===== src/rtl/rtc_pkg.sv =====
package rtc_pkg;

   typedef struct packed {
      logic [7:0] century;
      logic [7:0] year;
      logic [7:0] month;
      logic [7:0] date;
      logic [7:0] day;
      logic [7:0] hour;
      logic [7:0] min;
      logic [7:0] sec;
   } rtc_time_t;

   localparam logic [3:0] OFF_YEAR  = 4'hF;
   localparam logic [3:0] OFF_MONTH = 4'hE;
   localparam logic [3:0] OFF_DATE  = 4'hD;
   localparam logic [3:0] OFF_DAY   = 4'hC;
   localparam logic [3:0] OFF_HOUR  = 4'hB;
   localparam logic [3:0] OFF_MIN   = 4'hA;
   localparam logic [3:0] OFF_SEC   = 4'h9;
   localparam logic [3:0] OFF_CTRL  = 4'h8;

   localparam logic [7:0] MSK_SEC   = 8'h7F;
   localparam logic [7:0] MSK_MIN   = 8'h7F;
   localparam logic [7:0] MSK_HOUR  = 8'h3F;
   localparam logic [7:0] MSK_DAY   = 8'h07;
   localparam logic [7:0] MSK_DATE  = 8'h3F;
   localparam logic [7:0] MSK_MONTH = 8'h1F;
   localparam logic [7:0] MSK_YEAR  = 8'hFF;
   localparam logic [7:0] MSK_CENT  = 8'h3F;

   localparam int STOP_BIT = 7;
   localparam int HOLD_BIT = 6;

   localparam rtc_time_t TIME_AT_RESET = '{century: 8'h00, year: 8'h00,
                                           month: 8'h01, date: 8'h01,
                                           day: 8'h01, hour: 8'h00,
                                           min: 8'h00, sec: 8'h00};

   function automatic logic [7:0] bcd_inc(input logic [7:0] v);
      if (v[3:0] >= 4'd9) return {v[7:4] + 4'd1, 4'd0};
      return {v[7:4], v[3:0] + 4'd1};
   endfunction

   // Last date of a month; a year is leap when (10*tens + ones) mod 4 == 0,
   // which equals (2*tens + ones) mod 4 == 0.
   function automatic logic [7:0] month_last(input logic [7:0] month,
                                             input logic [7:0] year);
      logic [4:0] s;
      logic       leap;
      s    = {year[7:4], 1'b0} + {1'b0, year[3:0]};
      leap = (s[1:0] == 2'b00);
      case (month)
         8'h02:                      return leap ? 8'h29 : 8'h28;
         8'h04, 8'h06, 8'h09, 8'h11: return 8'h30;
         default:                    return 8'h31;
      endcase
   endfunction

endpackage


===== src/rtl/rtc_bcd_field.sv =====
module rtc_bcd_field
   import rtc_pkg::*;
#(
   parameter logic [7:0] WRAP_TO = 8'h00
) (
   input  logic [7:0] cur,
   input  logic       carry_in,
   input  logic       at_top,
   output logic [7:0] nxt
);

   always_comb begin
      if (!carry_in)   nxt = cur;
      else if (at_top) nxt = WRAP_TO;
      else             nxt = bcd_inc(cur);
   end

endmodule


===== src/rtl/rtc_calendar.sv =====
module rtc_calendar
   import rtc_pkg::*;
(
   input  rtc_time_t cur,
   output rtc_time_t nxt
);

   logic top_sec, top_min, top_hour, top_day, top_date, top_mon, top_year, top_cent;
   logic c_min, c_hour, c_day, c_mon, c_year, c_cent;

   always_comb begin
      top_sec  = (cur.sec   >= 8'h59);
      top_min  = (cur.min   >= 8'h59);
      top_hour = (cur.hour  >= 8'h23);
      top_day  = (cur.day   >= 8'h07);
      top_date = (cur.date  >= month_last(cur.month, cur.year));
      top_mon  = (cur.month >= 8'h12);
      top_year = (cur.year  >= 8'h99);
      top_cent = (cur.century >= 8'h39);
      c_min  = top_sec;
      c_hour = c_min  & top_min;
      c_day  = c_hour & top_hour;
      c_mon  = c_day  & top_date;
      c_year = c_mon  & top_mon;
      c_cent = c_year & top_year;
   end

   rtc_bcd_field #(.WRAP_TO(8'h00)) u_sec  (.cur(cur.sec),     .carry_in(1'b1),   .at_top(top_sec),  .nxt(nxt.sec));
   rtc_bcd_field #(.WRAP_TO(8'h00)) u_min  (.cur(cur.min),     .carry_in(c_min),  .at_top(top_min),  .nxt(nxt.min));
   rtc_bcd_field #(.WRAP_TO(8'h00)) u_hour (.cur(cur.hour),    .carry_in(c_hour), .at_top(top_hour), .nxt(nxt.hour));
   rtc_bcd_field #(.WRAP_TO(8'h01)) u_day  (.cur(cur.day),     .carry_in(c_day),  .at_top(top_day),  .nxt(nxt.day));
   rtc_bcd_field #(.WRAP_TO(8'h01)) u_date (.cur(cur.date),    .carry_in(c_day),  .at_top(top_date), .nxt(nxt.date));
   rtc_bcd_field #(.WRAP_TO(8'h01)) u_mon  (.cur(cur.month),   .carry_in(c_mon),  .at_top(top_mon),  .nxt(nxt.month));
   rtc_bcd_field #(.WRAP_TO(8'h00)) u_year (.cur(cur.year),    .carry_in(c_year), .at_top(top_year), .nxt(nxt.year));
   rtc_bcd_field #(.WRAP_TO(8'h00)) u_cent (.cur(cur.century), .carry_in(c_cent), .at_top(top_cent), .nxt(nxt.century));

endmodule


===== src/rtl/rtc_prescaler.sv =====
module rtc_prescaler #(
   parameter int TICKS_PER_SEC = 1024
) (
   input  logic clk,
   input  logic rst_n,
   input  logic tick_sub,
   input  logic run,
   input  logic restart,
   output logic sec_tick
);

   localparam int CW = (TICKS_PER_SEC > 1) ? $clog2(TICKS_PER_SEC) : 1;

   logic [CW-1:0] cnt_q;
   logic          at_last;

   generate
      if ((TICKS_PER_SEC & (TICKS_PER_SEC - 1)) == 0) begin : g_pow2
         assign at_last = &cnt_q;
      end else begin : g_cmp
         localparam logic [CW-1:0] LAST = CW'(TICKS_PER_SEC - 1);
         assign at_last = (cnt_q == LAST);
      end
   endgenerate

   always_ff @(posedge clk) begin
      if (!rst_n)                cnt_q <= '0;
      else if (restart)          cnt_q <= '0;
      else if (tick_sub && run)  cnt_q <= at_last ? '0 : cnt_q + 1'b1;
   end

   assign sec_tick = tick_sub & run & ~restart & at_last;

endmodule


===== src/rtl/rtc_guard.sv =====
module rtc_guard #(
   parameter int GUARD_TICKS = 512
) (
   input  logic clk,
   input  logic rst_n,
   input  logic tick_sub,
   input  logic hold,
   output logic guard_ok,
   output logic guard_expire
);

   localparam int CW = $clog2(GUARD_TICKS + 1);
   localparam logic [CW-1:0] G_FULL = CW'(GUARD_TICKS);
   localparam logic [CW-1:0] G_LAST = CW'(GUARD_TICKS - 1);

   logic [CW-1:0] cnt_q;

   always_ff @(posedge clk) begin
      if (!rst_n)                               cnt_q <= G_FULL;
      else if (hold)                            cnt_q <= '0;
      else if (tick_sub && (cnt_q != G_FULL))   cnt_q <= cnt_q + 1'b1;
   end

   assign guard_ok     = (cnt_q == G_FULL);
   assign guard_expire = tick_sub & ~hold & (cnt_q == G_LAST);

endmodule


===== src/rtl/rtc_frozen_clock.sv =====
module rtc_frozen_clock
   import rtc_pkg::*;
#(
   parameter int TICKS_PER_SEC = 1024,
   parameter int GUARD_TICKS   = TICKS_PER_SEC / 2
) (
   input  logic       clk,
   input  logic       rst_n,
   input  logic       tick_sub,
   input  logic [3:0] bus_addr,
   input  logic       bus_we,
   input  logic [7:0] bus_wdata,
   output logic [7:0] bus_rdata
);

   initial begin
      assert (TICKS_PER_SEC >= 2) else $error("TICKS_PER_SEC must be at least 2");
      assert (GUARD_TICKS >= 1 && GUARD_TICKS <= TICKS_PER_SEC)
         else $error("GUARD_TICKS must lie in 1..TICKS_PER_SEC");
   end

   rtc_time_t int_q, ext_q, int_d, ext_d, calc, adv;
   logic      osc_q, hold_q;
   logic      sec_tick, guard_ok, guard_expire;
   logic      we_sec, we_ctrl, hold_rise, sync_now;

   assign we_sec  = bus_we && (bus_addr == OFF_SEC);
   assign we_ctrl = bus_we && (bus_addr == OFF_CTRL);

   rtc_prescaler #(.TICKS_PER_SEC(TICKS_PER_SEC)) u_pre (
      .clk(clk), .rst_n(rst_n), .tick_sub(tick_sub),
      .run(~osc_q), .restart(we_sec), .sec_tick(sec_tick));

   rtc_guard #(.GUARD_TICKS(GUARD_TICKS)) u_guard (
      .clk(clk), .rst_n(rst_n), .tick_sub(tick_sub), .hold(hold_q),
      .guard_ok(guard_ok), .guard_expire(guard_expire));

   rtc_calendar u_cal (.cur(int_q), .nxt(calc));

   assign adv       = sec_tick ? calc : int_q;
   assign hold_rise = we_ctrl && bus_wdata[HOLD_BIT] && !hold_q;
   assign sync_now  = !hold_q && ((sec_tick && guard_ok) || guard_expire);

   always_comb begin
      int_d = adv;
      ext_d = ext_q;
      if (sync_now)  ext_d = adv;
      if (hold_rise) ext_d = int_q;
      if (bus_we) begin
         case (bus_addr)
            OFF_YEAR:  begin int_d.year    = bus_wdata & MSK_YEAR;  ext_d.year    = bus_wdata & MSK_YEAR;  end
            OFF_MONTH: begin int_d.month   = bus_wdata & MSK_MONTH; ext_d.month   = bus_wdata & MSK_MONTH; end
            OFF_DATE:  begin int_d.date    = bus_wdata & MSK_DATE;  ext_d.date    = bus_wdata & MSK_DATE;  end
            OFF_DAY:   begin int_d.day     = bus_wdata & MSK_DAY;   ext_d.day     = bus_wdata & MSK_DAY;   end
            OFF_HOUR:  begin int_d.hour    = bus_wdata & MSK_HOUR;  ext_d.hour    = bus_wdata & MSK_HOUR;  end
            OFF_MIN:   begin int_d.min     = bus_wdata & MSK_MIN;   ext_d.min     = bus_wdata & MSK_MIN;   end
            OFF_SEC:   begin int_d.sec     = bus_wdata & MSK_SEC;   ext_d.sec     = bus_wdata & MSK_SEC;   end
            OFF_CTRL:  begin int_d.century = bus_wdata & MSK_CENT;  ext_d.century = bus_wdata & MSK_CENT;  end
            default: ;
         endcase
      end
   end

   always_ff @(posedge clk) begin
      if (!rst_n) begin
         int_q  <= TIME_AT_RESET;
         ext_q  <= TIME_AT_RESET;
         osc_q  <= 1'b1;
         hold_q <= 1'b0;
      end else begin
         int_q <= int_d;
         ext_q <= ext_d;
         if (we_sec)  osc_q  <= bus_wdata[STOP_BIT];
         if (we_ctrl) hold_q <= bus_wdata[HOLD_BIT];
      end
   end

   always_comb begin
      case (bus_addr)
         OFF_YEAR:  bus_rdata = ext_q.year;
         OFF_MONTH: bus_rdata = ext_q.month;
         OFF_DATE:  bus_rdata = ext_q.date;
         OFF_DAY:   bus_rdata = ext_q.day;
         OFF_HOUR:  bus_rdata = ext_q.hour;
         OFF_MIN:   bus_rdata = ext_q.min;
         OFF_SEC:   bus_rdata = {osc_q, 7'b0} | (ext_q.sec & MSK_SEC);
         OFF_CTRL:  bus_rdata = {1'b0, hold_q, 6'b0} | (ext_q.century & MSK_CENT);
         default:   bus_rdata = 8'h00;
      endcase
   end

endmodule


===== config.mk =====
export PLATFORM = sky130hd
export DESIGN_NAME = rtc_frozen_clock
export DESIGN_NICKNAME = d
export VERILOG_FILES = /design/src/rtl/rtc_pkg.sv /design/src/rtl/rtc_bcd_field.sv /design/src/rtl/rtc_calendar.sv /design/src/rtl/rtc_prescaler.sv /design/src/rtl/rtc_guard.sv /design/src/rtl/rtc_frozen_clock.sv
export SDC_FILE = /design/constraint.sdc
export NUM_CORES = 1
export LEC_CHECK = 0
export ABC_AREA = 1
export BUFFER_PORTS_ARGS = -buffer_cell sky130_fd_sc_hd__buf_2
export CORE_MARGIN = 1
export CORE_UTILIZATION = 35
export DETAILED_ROUTE_END_ITERATION = 8
export MAX_ROUTING_LAYER = met4
export PLACE_DENSITY_LB_ADDON = 0.2
export SLEW_MARGIN = 20
export SYNTH_ARGS = -nofsm -noshare
export SYNTH_HDL_FRONTEND = slang
export SYNTH_HIERARCHICAL = 1
export SYNTH_SLANG_ARGS = --single-unit

===== constraint.sdc =====
create_clock -name clk -period 3 [get_ports clk]
set_input_delay 0.15 -clock clk [delete_from_list [all_inputs] [get_ports clk]]
set_output_delay 0.15 -clock clk [all_outputs]
set_load 0.1 [all_outputs]

==> out/results.txt, run 1 <==
Nets = 1899
H-tree levels = 4
DR pass1 iterations = 6
Mapped Area = 10900 sq um
Worst setup startpoint = int_q[43]$_SDFF_PN0_
Sink Count = 147
Cells after DPL = 2214
Die X = 179 um
Reg-to-reg startpoint = int_q[43]$_SDFF_PN0_
Max rail drop VDD = 360 uV
Internal power = 3.61 mW
Ys async rst share = 0%
Unique cell type count in the Yosys netlist = 47
HP Class = primary input to flop
Multi-input gate area = 6720 sq um
Most frequent cells in the layout = nand2_1, inv_1, nand3_1
First-pass GRT wire length = 53300 um
Endpoints failing setup = 1
Combinational share of power = 10.7%
Vias per cell = 4.88
Final Max Tran Viols = 0
Largest net degree at the start of global routing = 60
Violations in the final reports = negative setup slack
Slew @ Worst Pin = 1.05 ns
Mapped Nets = 1867
Initial Util = 35.7%
Die Y-Extent = 179 um
Critical Path RT = 3.32 ns
Sequential element share of the synthesized area = 26.9%
Antenna violation net count after detailed routing = 0
Setup TNS Final = -0.0311 ns
Final min period = 3.03 ns
Port buffer count = 23
CTS buffer count = 17
Leakage Power = 6.43 nW
Final WL = 33100 um
Clk_lat worst skew = 0.43 ns
Max transition margin = 29.8%
Leading cell type in the layout, fill and taps excluded = nand2_1
Reg power frac = 41.8%
I/O pin count = 24
CP Capture Type = flop
First DRT Iteration DRCs = 827
Power Density = 401 nW/um^2
HPWL Detailed = 24000 um
WS Path Type = flop to flop
Switch share = 26.9%
Fin crit share = 101%
Final worst slack = -0.0311 ns
Root Buffer = clkbuf_16
Fillers = 3326
Initial antenna violation count = 3
Number of remaining DRC errors = 0
Clk pwr share = 47.6%
Fin. Hold Viols = 0
Post-route insts no fill = 2256
Core Box Area = 30700 sq um
Psw = 1.33 mW
Start point of the worst min-delay path = tick_sub
Area Growth Syn to Fin = 12.6%
Fin util = 40.2%
Max_cap viols = 0
GRT overflow = 0
Post-Syn Instances = 1813
Global-route usage over all layers = 21.9%
Vias in the first global route = 10046
EDFF count, synth = 0
Clk pin slew, worst setup/hold paths = 0.07 ns
Storage element area = 2940 sq um
RSZ-0062 raised after global routing = true
CP max FO = 9
DIE AREA = 32000 sq um
WP data arrival = 3.35 ns
Place WS = -0.0606 ns
#FFs+latches synth = 147
Syn_area_per_cell = 6.04 sq um
# rows = 64
Status = complete, but fails checks
Crit path launch type = flop
Vias = 11009
Per-cell routed wire length = 14.7 um
GP Congestion = 0.939
Synthesis Warnings = 6
CTS tree = built
Hold WS = 0.102 ns
CTS max path bufs = 2
Top_reg_cell synth = dfxtp_1
Layout cells sized above 1 = 13.7%
Setup Skew = 0.00866 ns
Fmax achieved = 330 MHz
==> through the flow <==
step           power [mW]  cell area [sq um]
6_report             4.94              12300
4_1_cts              4.97              12200
5_1_grt              5.14              12300
2_1_floorplan        2.47              10900
3_5_place_dp         2.62              11500
3_3_place_gp         2.62              11500
==> routing by layer <==
layer	routed length [um]	global-route usage [%]
met1	16000	28.9
met5	0	-
met3	1430	2.59
met4	886	8.40
met2	14800	34.0
==> worst max-delay path, cell delays in order, from the launching register on <==
cell and delay, ns:
dfxtp_2 0.32, nor2_2 0.11, inv_2 0.06, buf_4 0.13, o31ai_1 0.23, nor2_1 0.08
ha_1 0.28, nand4_1 0.09, or2_1 0.22, nand2_2 0.10, nand3_4 0.10, buf_4 0.16
nor2_4 0.11, buf_12 0.14, nand2_2 0.06, inv_2 0.07, nand3_2 0.06, xor2_1 0.13
nor2_1 0.05, nor2_1 0.10, o21ai_1 0.09, o211a_1 0.21
==> sequential cells by signal (all words and copies together) (netlist names) <==
| signal | cells |
|---|---|
| u_guard/cnt_q | 10 |
| ext_q | 61 |
| hold_q | 1 |
| int_q | 64 |
| osc_q | 1 |
| u_pre/cnt_q | 10 |
==> power by group through the flow <==
stage	clock (mW)	sequential (mW)	combinational, mW
floorplan	0	2.10	0.371
global placement	0	2.10	0.511
detailed placement	0	2.11	0.516
CTS	2.39	2.06	0.520
global route	2.48	2.07	0.590
finish	2.35	2.06	0.528
==> cells in the mapped netlist (2+ instances only) <==
library cell	number	share of area [%]
buf_2	22	1.0
nand3_1	172	7.9
o211a_1	6	0.55
nand4_1	22	1.3
nor3_2	3	0.27
nor2_1	162	5.6
a31oi_1	2	0.11
buf_4	11	0.75
inv_2	20	0.69
nand3b_1	6	0.41
nand2_2	29	1.7
buf_6	11	1.1
o22ai_1	7	0.40
a21oi_1	36	1.6
and2_1	2	0.11
o21ai_0	105	4.8
nand2_1	610	21
o21a_1	10	0.69
nand2_4	9	0.93
xor2_1	17	1.4
nand3_2	25	2.3
clkbuf_1	15	0.51
nand3_4	2	0.32
nor2_2	13	0.74
nor2_4	14	1.4
dfxtp_1	147	27
o21ai_1	20	0.91
clkinv_1	2	0.069
xnor2_1	2	0.16
ha_1	38	4.3
nor3_1	4	0.18
a22oi_1	3	0.21
inv_1	239	8.2
or2_2	14	0.80
==> cells by family (layout without fill, tap and decap cells) <==
logic type / count (synthesis) / in the layout / share of synthesized area [%]
simple gates: 1090 / 1090 / 44.9
buf+inv: 324 / 368 / 12.6
compound gates: 194 / 194 / 9.75
flops: 147 / 147 / 26.9
fa+ha+maj: 38 / 38 / 4.34
xor+xnor: 19 / 19 / 1.52
other cells: 1 / 4 / 0.0342
==> path summary, 6_finish.rpt <==
check                             endpoint  slack (ns)  depth (start not counted)
max                   ext_q[59]$_SDFF_PN0_       -0.03                         21
min          u_guard/cnt_q[2]$_SDFFE_PP0P_        0.10                          3
max reg2reg           ext_q[59]$_SDFF_PN0_       -0.03                         21
min reg2reg    u_pre/cnt_q[8]$_SDFFE_PP0N_        0.45                          2
==> layout make-up <==
class / count / area share (%)
Clock inverter: 12 / 1.47
Tap cell: 396 / 4.02
Timing Repair Buffer: 74 / 4.36
Multi-Input combinational cell: 1342 / 54.4
Antenna cell: 3 / 0.0609
Inverter: 263 / 8.10
Clock buffer: 19 / 3.67
Sequential cell: 147 / 23.9
==> what timing repair did <==
| action | 4_1_cts | 5_1_grt |
|---|---|---|
| endpoints found under the hold margin | 1 | 0 |
| gates resized for setup | 3 | 20 |
| endpoints found under the setup margin | 3 | 45 |
| hold buffers | 1 | 0 |
| cloned | 0 | 0 |
| buffers inserted | 3 | 5 |
| pin swaps | 1 | 19 |
(Power assumes the default switching activity.)
==> run 2, diff against run 1 <==
Settings changed: REMOVE_ABC_BUFFERS set to 1.
==> run 2 against run 1 <==
Compared with the run above:
- the flow now finishes without violations
- critical path type unchanged
- via count rose by 1.2%
- sequential power about the same
- sequential share of layout area rose by 0.054 points
- total power decreased by 5.0%
==> out/results.txt, run 2 (synthesis gave the netlist of run 1 again) <==
First-pass GRT wire length = 53300 um (about the same)
CP max FO = 7 (was 9)
Largest net degree at the start of global routing = 84 (was 60)
Die Y-Extent = 179 um (unchanged)
# rows = 64 (unchanged)
Nets = 1894 (was 1899)
CTS buffer count = 17 (unchanged)
Port buffer count = 23 (unchanged)
Layout cells sized above 1 = 14.5% (was 13.7%)
Vias in the first global route = 10183 (was 10046)
Place WS = 0.00498 ns (was -0.0606 ns)
Clk pin slew, worst setup/hold paths = 0.07 ns (about the same)
Power Density = 381 nW/um^2 (was 401 nW/um^2)
Leading cell type in the layout, fill and taps excluded = nand2_1 (unchanged)
Fin. Hold Viols = 0 (unchanged)
Root Buffer = clkbuf_16 (unchanged)
Slew @ Worst Pin = 0.693 ns (was 1.05 ns)
Setup TNS Final = 0 ns (was -0.0311 ns)
Clk pwr share = 44.6% (was 47.6%)
Status = finished, final reports clean (was complete, but fails checks)
Final worst slack = 0.0587 ns (was -0.0311 ns)
CP cell instances = nor3_4, nand2_1, o31ai_2, nor2_1, ha_1, nand4_1, or2_1, nand2_2, nand3_4, nor2_4, buf_6, nand2_2, inv_2, nand3_2, xor2_1, nor2_1, nor2_1, o21ai_1, o211a_1 (was nor2_2, inv_2, buf_4, o31ai_1, nor2_1, ha_1, nand4_1, or2_1, nand2_2, nand3_4, buf_4, nor2_4, buf_12, nand2_2, inv_2, nand3_2, xor2_1, nor2_1, nor2_1, o21ai_1, o211a_1)
I/O pin count = 24 (unchanged)
Most frequent cells in the layout = nand2_1, inv_1, nand3_1 (unchanged)
GRT overflow = 0 (unchanged)
Combinational share of power = 11.4% (was 10.7%)
CTS max path bufs = 2 (unchanged)
Clk_lat worst skew = 0.43 ns (about the same)
DIE AREA = 32000 sq um (unchanged)
WP data arrival = 3.27 ns (was 3.35 ns)
Fin area = 12300 sq um (about the same)
Per-cell routed wire length = 14.8 um (was 14.7 um)
Area Growth Syn to Fin = 12.4% (was 12.6%)
First DRT Iteration DRCs = 741 (was 827)
ANT cells = 0 (was 3)
Top reg by flops = int_q (unchanged)
RSZ-0062 raised after global routing = true (unchanged)
Vias per cell = 4.96 (was 4.88)
Number of remaining DRC errors = 0 (unchanged)
DR pass1 iterations = 5 (was 6)
Max_cap viols = 0 (unchanged)
Top Registers = int_q (64), ext_q (61) (unchanged)
Fmax achieved = 340 MHz (was 330 MHz)
HP Class = primary input to flop (unchanged)
WS Path Type = flop to flop (unchanged)
Psw = 1.32 mW (was 1.33 mW)
Leakage Power = 6.41 nW (was 6.43 nW)
Critical Path RT = 3.32 ns (about the same)
Crit path launch type = flop (unchanged)
Switch share = 28.2% (was 26.9%)
CP Capture Type = flop (unchanged)
Max FFs per register = 64 (unchanged)
Post-DP Area = 11500 sq um (about the same)
CP dominant cell by count = nor2_1 (unchanged)
H-tree levels = 4 (unchanged)
Sink Count = 147 (unchanged)
Global-route usage over all layers = 22.0% (was 21.9%)
Vias = 11146 (was 11009)
Max transition margin = 53.7% (was 29.8%)
Reg power frac = 44.0% (was 41.8%)
Core Box Area = 30700 sq um (unchanged)
Final WL = 33300 um (was 33100 um)
Initial Util = 35.7% (unchanged)
Final Max Tran Viols = 0 (unchanged)
Max incr delay on CP = 0.33 ns (was 0.32 ns)
Setup Skew = 0.0157 ns (was 0.00866 ns)
CP max stage cell = dfxtp_2 (unchanged)
Max rail drop VDD = 301 uV (was 360 uV)
Initial antenna violation count = 0 (was 3)
CTS tree = built (unchanged)
Final min period = 2.94 ns (was 3.03 ns)
Endpoints failing setup = 0 (was 1)
Die X = 179 um (unchanged)
Fin crit share = 98.0% (was 101%)
HPWL Detailed = 23800 um (was 24000 um)
Internal power = 3.37 mW (was 3.61 mW)
Antenna violation net count after detailed routing = 0 (unchanged)
GP Congestion = 0.862 (was 0.939)
## run 2: cell types whose count changed in the layout (fill, tap and decap cells not counted), moves of 4 or more
cell / delta
inv_6: +5
o21ai_2: +8
nand2_2: +5
o21ai_0: -9
nand2_1: -5
buf_4: -6
nand3_1: -4
## run 2: per-layer routing
layer	global-route usage [%]	routed length (um)
met5	-	0
met4	6.32	626
met3	2.99	1310
met2	34.6	15000
met1	29.2	16400
## run 2: area by class of cell
type                    count  area [sq um]
clock inverters            10          98.8
repair buffers             69           505
well taps                 396           495
inverters                 263          1000
flip-flops and latches    147          2950
fillers                  3355         18400
multi-input cells        1342          6800
clock buffers              22           464
## run 2: final timing paths
check	end	start	depth (start not counted)	slack, ns
setup reg to reg	ext_q[59]$_SDFF_PN0_	int_q[46]$_SDFF_PN0_	19	0.06
setup / recovery	ext_q[59]$_SDFF_PN0_	int_q[46]$_SDFF_PN0_	19	0.06
hold reg to reg	u_pre/cnt_q[8]$_SDFFE_PP0N_	u_pre/cnt_q[8]$_SDFFE_PP0N_	2	0.44
hold / removal	osc_q$_SDFFE_PN1P_	bus_wdata[7]	3	0.03
## run 2: metrics by stage
| step | hold slack, ns | instances | util, % | power, mW |
|---|---|---|---|---|
| global route | 0.0270 | 2249 | 40.1 | 4.87 |
| CTS | 0.00678 | 2243 | 39.4 | 4.72 |
| floorplan | 0.235 | 1752 | - | 2.45 |
| finish | 0.0274 | 2249 | 40.1 | 4.69 |
| global placement | 0.436 | 2211 | 37.6 | 2.62 |
| detailed placement | 0.436 | 2211 | 37.6 | 2.62 |
## run 2: worst max-delay path, delay by kind of cell, from the launching register on
kind,cells,cell delay (ns)
fa+ha+maj,1,0.27
flops,1,0.33
buf+inv,2,0.21
compound gates,3,0.47
xor+xnor,1,0.16
simple gates,12,1.38
## run 2: power groups by stage
stage                     Combinational [mW]  Sequential [mW]  Clock (mW)
final                                  0.533             2.06        2.09
after global placement                 0.512             2.11           0
after floorplan                        0.357             2.10           0
after CTS                              0.519             2.06        2.14
after global routing                   0.600             2.07        2.20
after detailed placement               0.516             2.11           0
## run 2: repair_timing
action | CTS | global route
hold buffers | 0 | 0
buffers inserted | 0 | 6
endpoints found under the setup margin | 2 | 35
resized for setup | 2 | 59
pin swaps | 0 | 31
==> run 3, diff against run 2 <==
Settings changed: ABC_AREA 1 to 0.
==> run 3 against run 2 <==
Compared with the run above:
- the flow now finishes with violations (negative setup slack)
- synthesized cell count shrank 34%
- hold slack gained 0.054 ns
- first-iteration DRC count decreased by 7.4%
- core utilization grew 3.1 points
- register-to-register slack lost 0.56 ns
- sequential share of layout area rose by 0.56 points
- global-route usage up 0.43 points
- routed wire length decreased by 5.9%
- flip-flop and latch count is the same
- final area is 2.2% lower
- clock power grew 2%
- critical endpoint is now ext_q[52]$_SDFF_PN0_
- largest power group unchanged
- highest routed layer unchanged
==> out/results.txt, run 3 <==
First DRT Iteration DRCs = 686 (was 741)
Status = complete, but fails checks (was finished, final reports clean)
WS Path Type = flop to flop (unchanged)
Max transition margin = 33.2% (was 53.7%)
Power Density = 377 nW/um^2 (was 381 nW/um^2)
HP Class = primary input to flop (unchanged)
Setup Skew = 0.0171 ns (was 0.0157 ns)
Syn_area_per_cell = 8.27 sq um (was 6.04 sq um)
Leakage Power = 4.22 nW (was 6.41 nW)
Ys async rst share = 0% (unchanged)
Final min period = 3.50 ns (was 2.94 ns)
GP Congestion = 0.912 (was 0.862)
# rows = 61 (was 64)
GRT overflow = 0 (unchanged)
Most common cell in the netlist = dfxtp_1 (was nand2_1)
Largest net degree at the start of global routing = 62 (was 84)
Layout cells sized above 1 = 22.8% (was 14.5%)
Crit path launch type = flop (unchanged)
Top Registers = int_q (64), ext_q (61) (unchanged)
Fmax achieved = 286 MHz (was 340 MHz)
Leading cell type in the layout, fill and taps excluded = dfxtp_1 (was nand2_1)
First-pass GRT wire length = 49400 um (was 53300 um)
Post-Syn Instances = 1199 (was 1813)
CTS buffer count = 17 (unchanged)
EDFF count, synth = 0 (unchanged)
Fin. Hold Viols = 0 (unchanged)
Max_cap viols = 0 (unchanged)
Root Buffer = clkbuf_16 (unchanged)
Multi-input gate area = 6830 sq um (was 6800 sq um)
Port buffer count = 23 (unchanged)
CP max FO = 6 (was 7)
Sequential element share of the synthesized area = 29.7% (was 26.9%)
Initial Util = 35.6% (was 35.7%)
Vias = 9619 (was 11146)
Final WL = 31300 um (was 33300 um)
Per-cell routed wire length = 18.8 um (was 14.8 um)
Most frequent cells in the layout = dfxtp_1, nand2_1, buf_4 (was nand2_1, inv_1, nand3_1)
Max rail drop VDD = 347 uV (was 301 uV)
RSZ-0062 raised after global routing = true (unchanged)
Die Y-Extent = 170 um (was 179 um)
Nets = 1334 (was 1894)
Share of the synthesized area in the top cell type = 29.7% (was 26.9%)
#FFs+latches synth = 147 (unchanged)
Vias per cell = 5.76 (was 4.96)
Cell taking the most area after synthesis = dfxtp_1 (unchanged)
Total power = 4.53 mW (was 4.69 mW)
CTS max path bufs = 2 (unchanged)
Post-route insts no fill = 1671 (was 2249)
Die X = 170 um (was 179 um)
H-tree levels = 4 (unchanged)
Endpoints failing setup = 56 (was 0)
DIE AREA = 29000 sq um (was 32000 sq um)
Top reg by flops = int_q (unchanged)
Initial antenna violation count = 1 (was 0)
Vias in the first global route = 8885 (was 10183)
Final worst slack = -0.500 ns (was 0.0587 ns)
Violations in the final reports = negative setup slack
Synth top area cells = dfxtp_1, mux2i_1, a21oi_1 (was dfxtp_1, nand2_1, inv_1)
Place WS = -0.676 ns (was 0.00498 ns)
Clk_lat worst skew = 0.44 ns (was 0.43 ns)
Cells after DPL = 1618 (was 2211)
Area Growth Syn to Fin = 21.4% (was 12.4%)
Global-route usage over all layers = 22.4% (was 22.0%)
Unique cell type count in the Yosys netlist = 77 (was 47)
DR pass1 iterations = 5 (unchanged)
Fin util = 43.2% (was 40.1%)
Synthesis Warnings = 6 (unchanged)
Clk pin slew, worst setup/hold paths = 0.07 ns (about the same)
Critical Path RT = 3.35 ns (was 3.32 ns)
I/O pin count = 24 (unchanged)
Sink Count = 147 (unchanged)
Mapped Area = 9910 sq um (was 10900 sq um)
HPWL Detailed = 20900 um (was 23800 um)
Post-synth top cells = dfxtp_1, nand2_1, a21oi_1, o21ai_0, mux2i_1 (was nand2_1, inv_1, nand3_1, nor2_1, dfxtp_1)
WP data arrival = 3.85 ns (was 3.27 ns)
Max FFs per register = 64 (unchanged)
CP Capture Type = flop (unchanged)
Top_reg_cell synth = dfxtp_1 (unchanged)
Final Max Tran Viols = 0 (unchanged)
Slew @ Worst Pin = 1.00 ns (was 0.693 ns)
Core Box Area = 27900 sq um (was 30700 sq um)
Fillers = 2768 (was 3355)
Storage element area = 2950 sq um (about the same)
CTS tree = built (unchanged)
Fin crit share = 117% (was 98.0%)
Antenna violation net count after detailed routing = 0 (unchanged)
Number of remaining DRC errors = 0 (unchanged)
==> run 3: cell types whose count changed after synthesis, moves of 23 or more <==
| cell | previous run | this run |
|---|---|---|
| o31ai_1 | 1 | 24 |
| o21ai_0 | 105 | 79 |
| nand3_2 | 25 | 1 |
| a31oi_1 | 2 | 44 |
| nor3_1 | 4 | 59 |
| inv_1 | 239 | 44 |
| mux2_2 | 0 | 23 |
| nor2_1 | 162 | 38 |
| a21oi_1 | 36 | 106 |
| nand2_1 | 610 | 113 |
| nand3_1 | 172 | 21 |
| mux2i_1 | 0 | 64 |
| clkbuf_1 | 15 | 45 |
| a211o_1 | 0 | 53 |
==> run 3: final timing paths <==
check,start,endpoint,slack [ns],cells past startpoint
max,int_q[45]$_SDFF_PN0_,ext_q[52]$_SDFF_PN0_,-0.50,18
min,bus_wdata[6],hold_q$_SDFFE_PN0N_,0.08,3
max reg2reg,int_q[45]$_SDFF_PN0_,ext_q[52]$_SDFF_PN0_,-0.50,18
min reg2reg,u_pre/cnt_q[1]$_SDFFE_PP0N_,u_pre/cnt_q[1]$_SDFFE_PP0N_,0.50,2
==> run 3: report_power, final <==
group | internal (mW) | total (mW) | switching, mW
clock | 1.21 | 2.13 | 0.916
combinational | 0.138 | 0.400 | 0.262
sequential | 1.98 | 2.00 | 0.0247
total | 3.33 | 4.53 | 1.20
==> run 3: repair_timing <==
action                                  in CTS  in global routing
hold buffers                                 0                  0
setup buffers                                7                 19
gates resized for setup                     50                 65
cloned                                       0                  0
endpoints found under the setup margin      62                 64
pin swaps                                   41                 73
hold endpoints to repair                     0                  0
==> run 3: layout make-up <==
| class | instances | area share (%) |
|---|---|---|
| clock inverters | 10 | 0.821 |
| multi-input cells | 940 | 56.7 |
| well taps | 378 | 3.93 |
| repair buffers | 130 | 8.71 |
| inverters | 44 | 1.39 |
| diodes | 1 | 0.0208 |
| flip-flops and latches | 147 | 24.5 |
| clock buffers | 21 | 3.91 |
==> run 3: per-stage QoR <==
step	hold slack [ns]	instance area, sq um	TNS (ns)
2_1_floorplan	0.226	9570	-782.09
3_3_place_gp	0.486	10900	-20.43
3_5_place_dp	0.494	10900	-21.56
4_1_cts	0.0748	11700	-12.01
5_1_grt	0.0918	12000	-28.22
6_report	0.0817	12000	-15.80
==> run 3: layer usage <==
layer | track usage [%] | share of wire, %
met5 | - | 0
met4 | 5.29 | 1.3
met3 | 3.26 | 4.4
met2 | 34.5 | 46
met1 | 30.8 | 49
==> run 3: cells by family (layout without fill, tap and decap cells) <==
group                    count (synthesis)  in the layout  synth area share (%)
AO/OA/AOI/OAI                          395            395                  26.7
XOR/XNOR                                14             14                  1.24
adder cells (fa/ha/maj)                 38             38                  4.80
buffers and inverters                  120            205                  5.43
flip-flops                             147            147                  29.7
multiplexers                            90             90                  9.76
other                                    1             10                0.0378
AND/OR/NAND/NOR                        394            394                  22.3
==> run 3: critical path: stages (launching register included) <==
cell and delay [ns]:
dfxtp_2 0.34, nor3_4 0.19, nand4b_1 0.13, nor2_1 0.15, a21oi_2 0.04, ha_1 0.26
or4b_1 0.47, a21o_1 0.22, a31oi_4 0.25, buf_4 0.16, buf_6 0.09, nor3b_4 0.05
nand2_2 0.13, buf_4 0.13, o21ai_0 0.08, a21oi_2 0.16, mux2i_1 0.11, a211o_1 0.30
a31oi_1 0.16
